===== src/rtl/sgc_pkg.sv =====
package sgc_pkg;
  localparam int DIV_LSB = 16;
  localparam int DIV_W   = 16;
  localparam int CNT_LSB = 6;
  localparam int EN_BIT  = 0;

  function automatic logic [31:0] ctrl_mask(input int cnt_w);
    logic [31:0] m;
    m = '0;
    for (int i = 0; i < DIV_W; i++) m[DIV_LSB + i] = 1'b1;
    for (int i = 0; i < cnt_w; i++) m[CNT_LSB + i] = 1'b1;
    m[EN_BIT] = 1'b1;
    return m;
  endfunction
endpackage


===== src/rtl/sgc_ctrl_reg.sv =====
module sgc_ctrl_reg
  import sgc_pkg::*;
#(
  parameter int CNT_W = 4
) (
  input  logic              clk_i,
  input  logic              rst_ni,
  input  logic              we_i,
  input  logic [31:0]       wdata_i,
  output logic [31:0]       ctrl_o,
  output logic              en_o,
  output logic [DIV_W-1:0]  div_o,
  output logic [CNT_W-1:0]  cnt_o
);
  localparam logic [31:0] WMASK = ctrl_mask(CNT_W);

  logic [31:0] ctrl_q;

  always_ff @(posedge clk_i or negedge rst_ni) begin
    if (!rst_ni)   ctrl_q <= '0;
    else if (we_i) ctrl_q <= wdata_i & WMASK;
  end

  assign ctrl_o = ctrl_q;
  assign en_o   = ctrl_q[EN_BIT];
  assign div_o  = ctrl_q[DIV_LSB +: DIV_W];
  assign cnt_o  = ctrl_q[CNT_LSB +: CNT_W];

  assert_hold_R1: assert property (@(posedge clk_i) disable iff (!rst_ni)
    !we_i |=> $stable(ctrl_q));
endmodule


===== src/rtl/sgc_clk_div.sv =====
module sgc_clk_div
  import sgc_pkg::*;
(
  input  logic             clk_i,
  input  logic             rst_ni,
  input  logic             run_i,
  input  logic [DIV_W-1:0] div_i,
  output logic             sclk_o,
  output logic             fall_tick_o
);
  logic [DIV_W-1:0] cnt_q;
  logic             sclk_q;
  logic             at_end;

  assign at_end = (cnt_q >= div_i);

  always_ff @(posedge clk_i or negedge rst_ni) begin
    if (!rst_ni) begin
      cnt_q  <= '0;
      sclk_q <= 1'b0;
    end else if (!run_i) begin
      cnt_q  <= '0;
      sclk_q <= 1'b0;
    end else if (at_end) begin
      cnt_q  <= '0;
      sclk_q <= ~sclk_q;
    end else begin
      cnt_q  <= cnt_q + 1'b1;
    end
  end

  assign sclk_o      = sclk_q;
  assign fall_tick_o = run_i & sclk_q & at_end;

  assert_park_R6: assert property (@(posedge clk_i) disable iff (!rst_ni)
    !run_i |=> (!sclk_o && cnt_q == '0));
  assert_tick_fall_R3: assert property (@(posedge clk_i) disable iff (!rst_ni)
    fall_tick_o |=> $fell(sclk_o));
endmodule


===== src/rtl/sgc_frame_seq.sv =====
module sgc_frame_seq #(
  parameter int CNT_W = 4,
  localparam int IDX_W = CNT_W + 3
) (
  input  logic             clk_i,
  input  logic             rst_ni,
  input  logic             run_i,
  input  logic             tick_i,
  input  logic [CNT_W-1:0] cnt_i,
  output logic [IDX_W-1:0] idx_o,
  output logic             load_o
);
  logic [IDX_W-1:0] idx_q;
  logic [IDX_W-1:0] last_idx;

  assign last_idx = {cnt_i, 3'b000} - 1'b1;

  always_ff @(posedge clk_i or negedge rst_ni) begin
    if (!rst_ni)              idx_q <= '0;
    else if (!run_i)          idx_q <= '0;
    else if (tick_i) begin
      if (idx_q >= last_idx)  idx_q <= '0;
      else                    idx_q <= idx_q + 1'b1;
    end
  end

  assign idx_o  = idx_q;
  assign load_o = run_i & (idx_q == '0);

  assert_hold_R4: assert property (@(posedge clk_i) disable iff (!rst_ni)
    (run_i && !tick_i) |=> $stable(idx_q));
  assert_idle_R7: assert property (@(posedge clk_i) disable iff (!rst_ni)
    !run_i |=> (idx_q == '0));
endmodule


===== src/rtl/sgpio_frame_ctl.sv =====
module sgpio_frame_ctl
  import sgc_pkg::*;
#(
  parameter bit WIDE_CNT = 1'b0,
  localparam int CNT_W = WIDE_CNT ? 5 : 4,
  localparam int IDX_W = CNT_W + 3
) (
  input  logic             clk_i,
  input  logic             rst_ni,
  input  logic             cfg_we_i,
  input  logic [31:0]      cfg_wdata_i,
  output logic [31:0]      cfg_rdata_o,
  output logic             sclk_o,
  output logic             frame_load_o,
  output logic [IDX_W-1:0] slot_idx_o
);
  logic             en;
  logic [DIV_W-1:0] div;
  logic [CNT_W-1:0] cnt;
  logic             run;
  logic             fall_tick;

  sgc_ctrl_reg #(.CNT_W(CNT_W)) u_reg (
    .clk_i   (clk_i),
    .rst_ni  (rst_ni),
    .we_i    (cfg_we_i),
    .wdata_i (cfg_wdata_i),
    .ctrl_o  (cfg_rdata_o),
    .en_o    (en),
    .div_o   (div),
    .cnt_o   (cnt)
  );

  assign run = en & (cnt != '0);

  sgc_clk_div u_div (
    .clk_i       (clk_i),
    .rst_ni      (rst_ni),
    .run_i       (run),
    .div_i       (div),
    .sclk_o      (sclk_o),
    .fall_tick_o (fall_tick)
  );

  sgc_frame_seq #(.CNT_W(CNT_W)) u_seq (
    .clk_i  (clk_i),
    .rst_ni (rst_ni),
    .run_i  (run),
    .tick_i (fall_tick),
    .cnt_i  (cnt),
    .idx_o  (slot_idx_o),
    .load_o (frame_load_o)
  );

  assert_zero_cnt_R7: assert property (@(posedge clk_i) disable iff (!rst_ni)
    (cfg_rdata_o[CNT_LSB +: CNT_W] == '0) |=> !sclk_o);
endmodule


===== config.mk =====
export PLATFORM = sky130hd
export DESIGN_NAME = sgpio_frame_ctl
export DESIGN_NICKNAME = d
export VERILOG_FILES = /design/src/rtl/sgc_pkg.sv /design/src/rtl/sgc_ctrl_reg.sv /design/src/rtl/sgc_clk_div.sv /design/src/rtl/sgc_frame_seq.sv /design/src/rtl/sgpio_frame_ctl.sv
export SDC_FILE = /design/constraint.sdc
export NUM_CORES = 1
export LEC_CHECK = 0
export BUFFER_PORTS_ARGS = -buffer_cell sky130_fd_sc_hd__buf_2
export CORE_MARGIN = 2
export CORE_UTILIZATION = 56
export DETAILED_ROUTE_END_ITERATION = 12
export GPL_TIMING_DRIVEN = 0
export PLACE_DENSITY_LB_ADDON = 0.12
export SETUP_SLACK_MARGIN = 0.3
export SKIP_CTS_REPAIR_TIMING = 1
export SLEW_MARGIN = 20
export SYNTH_ARGS = -nofsm -noshare
export SYNTH_HDL_FRONTEND = slang
export SYNTH_SLANG_ARGS = --single-unit

===== constraint.sdc =====
create_clock -name clk_i -period 4.9 [get_ports clk_i]
set_input_delay 0.735 -clock clk_i [delete_from_list [all_inputs] [get_ports clk_i]]
set_output_delay 0.735 -clock clk_i [all_outputs]
set_load 0.03 [all_outputs]

### Word-level counts from Yosys, hierarchy flattened

Index checks and enable logic that the tools add are counted.

* eq/ne operators: 2
* $add $sub $neg: 3
* multiplexer cells: 7
* bitwise logic cells: 5
* order comparisons: 2
* reductions and logical operators: 2

Operators by type and width (number)
* $mux W16: 2
* $mux W7: 3
* $add A16 B1 Y16 const B: 1
* $ge A16 B16 Y1: 1
* $add A7 B1 Y7 const B: 1
* $ge A7 B7 Y1: 1
* $logic_not A7 Y1: 1
* $sub A7 B1 Y7 const B: 1
* $and A1 B1 Y1: 4
* $ne A2 B2 Y1 const B: 2
* $reduce_bool A4 Y1: 1
* $mux W1: 2
* $not A1 Y1: 1

* bits in registers: 45
* output and inout bits: 41
* logic and storage cells: 25
* bits of input ports: 35

### Logic depth before layout (Yosys ltp)

* word-level depth: 6
* mapped depth: 10
* gate-level depth less buffers: 10

### By module

From an unflattened synthesis, not the netlist that was laid out.

* cell total of the unflattened synthesis: 276
* area total of the unflattened synthesis: 2922.8 um^2

By module, submodules not included
* sgc_clk_div: seq. area each 425.4 um^2, area an instance 1201.2 um^2, times used 1, cells an instance 133
* sgc_ctrl_reg: seq. area each 525.5 um^2, area an instance 1103.6 um^2, times used 1, cells an instance 77
* sgc_frame_seq: seq. area each 175.2 um^2, area an instance 606.8 um^2, times used 1, cells an instance 65
* sgpio_frame_ctl: seq. area each 0.0 um^2, area an instance 11.3 um^2, times used 1, cells an instance 1

### Worst setup path before layout

Ideal clock, no wire load.

* kind: register to output
* from: reg u_reg.ctrl_q[6], in the netlist u_reg.ctrl_o[6]
* to: out frame_load_o
* stages on the path, launching flop included: 6
* data required time: 4.165 ns
* data arrival time: 1.959 ns
* buffers on the path: 0
* slack: 2.206 ns
* path through: dfrtp_1 -> inv_1 -> ha_1 -> inv_1 -> o31ai_2 -> nor4_1

* word-level cells in the longest chain between the ends: 3

Ends and longest elaborated chain
* start: declaration: line sgc_ctrl_reg.sv:17 `logic [31:0] ctrl_q;`
* start signal: assignment: line sgc_ctrl_reg.sv:21 `else if (we_i) ctrl_q <= wdata_i & WMASK;`
* $reduce_bool A4 Y1: line sgpio_frame_ctl.sv:34 `assign run = en & (cnt != '0);`
* $and A1 B1 Y1: line sgpio_frame_ctl.sv:34
* $and A1 B1 Y1: line sgc_frame_seq.sv:28 `assign load_o = run_i & (idx_q == '0);`
* end: declaration: line sgpio_frame_ctl.sv:14 `output logic frame_load_o,`

Every way passes these cells.

### Final worst setup path

Same ends and word-level chain as after synthesis.

==> qor.csv <==
stage,metric,value,unit
run_status,status,"complete, no violations",
critical_path,cp-start-kind,flip-flop,
cells_and_area,antenna_cells,0,
power,clkPwrFrac,24.6,%
timing,slew_violations,0,
timing,maxSlewHeadroom,61.8,%
critical_path,cpMostUsedCell,inv_1,
die,num_rows,24,
synthesis,synthFlopType,dfrtp_1,
routing,viasPerCell,5.27,
cts,cts_made_buffers,5,
place,post-dp-hpwl,3820,um
place,place_congestion,0.833,
timing,rsz0062_at_grt,false,
place,io_buffer_count,52,
power,switching_share,34.9,%
global_route,grt_usage,21.5,%
synthesis,syn_avg_cell_area,9.68,um^2
global_route,grt_pass1_vias,1949,
die,die_h,72.2,um
power,comb_power_share,29.1,%
die,die_w,72.2,um
power,p_seq_share,46.2,%
critical_path,path_max_fanout,5,
die,start_util,59.0,%
synthesis,ys_top_cells_by_area,"dfrtp_1 43%, ha_1 12%, inv_1 3.9%",
routing,vias,2060,
power,ir_worst_vdd,0.000218,V
worst_hold_path,hp-class,input pin to asynchronous set/reset pin,
global_route,gr-total-overflow,0,
critical_path,slowest_delay,430,ps
cts,cts_sinks,45,
synthesis,ys_types,37,
cts,max-clock-path-buffers,2,
critical_path,crit_slowest_cell,o31ai_2,
cts,cts_max_level,2,
routing,first_pass_iters,4,
die,fp.dieArea,5210,um^2
cts,clk_latency,300,ps
power,p_int,0.601,mW
job,cap_violations,0,
timing,worst_pin_slew,572,ps
critical_path,cp.arrival,1750,ps
cts,clockRootBuffer,clkbuf_8,
synthesis,yosys.area.top_type_share,43.2,%
synthesis,netlist.top_cell.by_area,dfrtp_1,
synthesis,syn_area,2600,um^2
critical_path,endpoint_kind,output port,
routing,postRouteWirelength,5150,um
synthesis,synth_edf_count,0,
routing,wire_per_inst,13.2,um
synthesis,synthCells,269,
cells_and_area,final_nets,397,
die,core,4410,um^2
timing,finalCritPeriodShare,50.8,%
timing,clock.fmax,0.402,GHz
critical_path,critPathRequiredTime,4160,ps
global_route,grt_pass1_wl,8760,um
cells_and_area,n_fill_cell,363,
power,power.switching,0.322,mW
power,totalPowerFinal,0.923,mW
cts,path_clk_slew,80,ps
cells_and_area,area.growth.synth_to_final,17.3,%
critical_path,path_cells,"inv_1, ha_1, inv_1, o31ai_2, nor4_1, buf_2",
timing,finClkSkew,7.34,ps
power,p_leak,1.61,nW
routing,drc,0,
timing,period_minus_slack,2490,ps
die,io_pins,76,
timing,fin_setup_tns,0,ps
synthesis,synth_most_common_cell,dfrtp_1,
synthesis,ys_warn_count,0,
timing,finalHoldViolCount,0,
synthesis,synthTopCellsByCount,"45 x dfrtp_1, 27 x inv_1, 27 x nand2_1, 24 x ha_1, 22 x nor2_1",
timing,finalSetupViolCount,0,
cells_and_area,drive_above_1_share,24.5,%
routing,drt-initial-drc-count,73,
power,powerDensity,302,nW/um^2
cts,cts_tree,built,
global_route,antenna_found_initial,0,
synthesis,yosysSeqAreaShare,43.2,%
global_route,grt_max_degree,46,
synthesis,ys_ff_latch,45,
critical_path,criticalPathCategory,flip-flop to output port,
routing,ant_nets,0,
synthesis,synthArstFlopShare,100,%
[cell families (layout without fill, tap and decap cells)]
family                   Yosys count  count (layout)  share of synthesized area (%)
AO/OA/AOI/OAI                     43              43                           11.7
adder cells (fa/ha/maj)           24              24                           11.5
XOR/XNOR                          16              16                           5.38
AND/OR/NAND/NOR                   87              87                           16.1
other                              1              11                          0.144
buffers and inverters             46             106                           8.99
multiplexers                       7               7                           2.88
flip-flops                        45              45                           43.2
[routing by layer]
metal | GRT usage (%) | up-vias | wire length [um]
li1 | - | 1036 | -
met1 | 29.7 | 964 | 2420
met2 | 34.5 | 56 | 2400
met3 | 4.17 | 4 | 277
met4 | 6.71 | 0 | 51
met5 | 0 | - | 0
[worst paths after layout]
check                           startpoint                to  slack (ps)  depth (start not counted)
max                        u_reg.ctrl_o[6]      frame_load_o        2410                          6
min                                 rst_ni  u_reg.ctrl_o[16]         420                          1
max reg2reg                u_reg.ctrl_o[6]    u_seq.idx_o[5]        2570                          9
min reg2reg                 u_div.cnt_q[0]    u_div.cnt_q[0]         520                          1
max in group asynchronous           rst_ni   u_reg.ctrl_o[6]        4080                          1
min in group clk_i          u_div.cnt_q[0]    u_div.cnt_q[0]         520                          1
[area by class of cell]
type	count	area [um^2]	area share, %
Timing Repair Buffer	52	263	8.61
Sequential cell	45	1130	36.9
Inverter	27	101	3.32
Multi-Input combinational cell	188	1280	42.0
Clock inverter	1	7.51	0.246
Tap cell	52	65.1	2.13
Buffer	19	133	4.34
Clock buffer	7	76.3	2.50
[placed cells by master (no fill, tap or decap), types with 3 or more instances in the layout]
cell type,Yosys,routed
buf_2,0,51
dfrtp_1,45,45
inv_1,27,27
nand2_1,27,27
ha_1,24,24
nor2_1,22,22
o21ai_0,19,19
buf_4,12,13
conb_1,1,11
xnor2_1,10,10
nand4_1,9,9
nand3_1,7,7
and3_1,6,6
xor2_1,6,6
clkbuf_1,4,6
clkbuf_8,0,5
nor3_1,4,4
a21oi_1,4,4
o211a_1,4,4
mux2_2,4,4
nand2b_1,3,3
o21a_1,3,3
and4_1,3,3
o22ai_1,3,3
mux2i_1,3,3
[worst max-delay path, delay by kind of cell (launching register included)]
family                   cells  cell delay, ps
AO/OA/AOI/OAI                1             430
adder cells (fa/ha/maj)      1             180
buffers and inverters        3             340
flip-flops                   1             410
AND/OR/NAND/NOR              1              90
[registers in the layout, indices dropped and copies added, names as in the netlist]
signal and flops:
u_div.sclk_o 1, u_reg.ctrl_o 21, u_div.cnt_q 16, u_seq.idx_o 7
[power groups by stage]
stage	sequential, mW	clock (mW)	combinational, mW
finish	0.427	0.227	0.269
global route	0.432	0.245	0.296
CTS	0.427	0.233	0.272
detailed placement	0.434	0	0.270
global placement	0.434	0	0.264
floorplan	0.482	0	0.145
[through the flow]
| step | cells | utilization, % | instance area (um^2) | hold slack [ps] | worst slack, ps |
|---|---|---|---|---|---|
| 2_1_floorplan | 279 | - | 2640 | 439 | 2210 |
| 3_3_place_gp | 383 | 67.2 | 2970 | 504 | 2590 |
| 3_5_place_dp | 383 | 67.2 | 2970 | 509 | 2620 |
| 4_1_cts | 391 | 69.1 | 3050 | 526 | 2380 |
| 5_1_grt | 391 | 69.2 | 3050 | 472 | 2270 |
| 6_report | 391 | 69.2 | 3050 | 419 | 2410 |
Note: power is estimated with default switching activity, not from simulation.
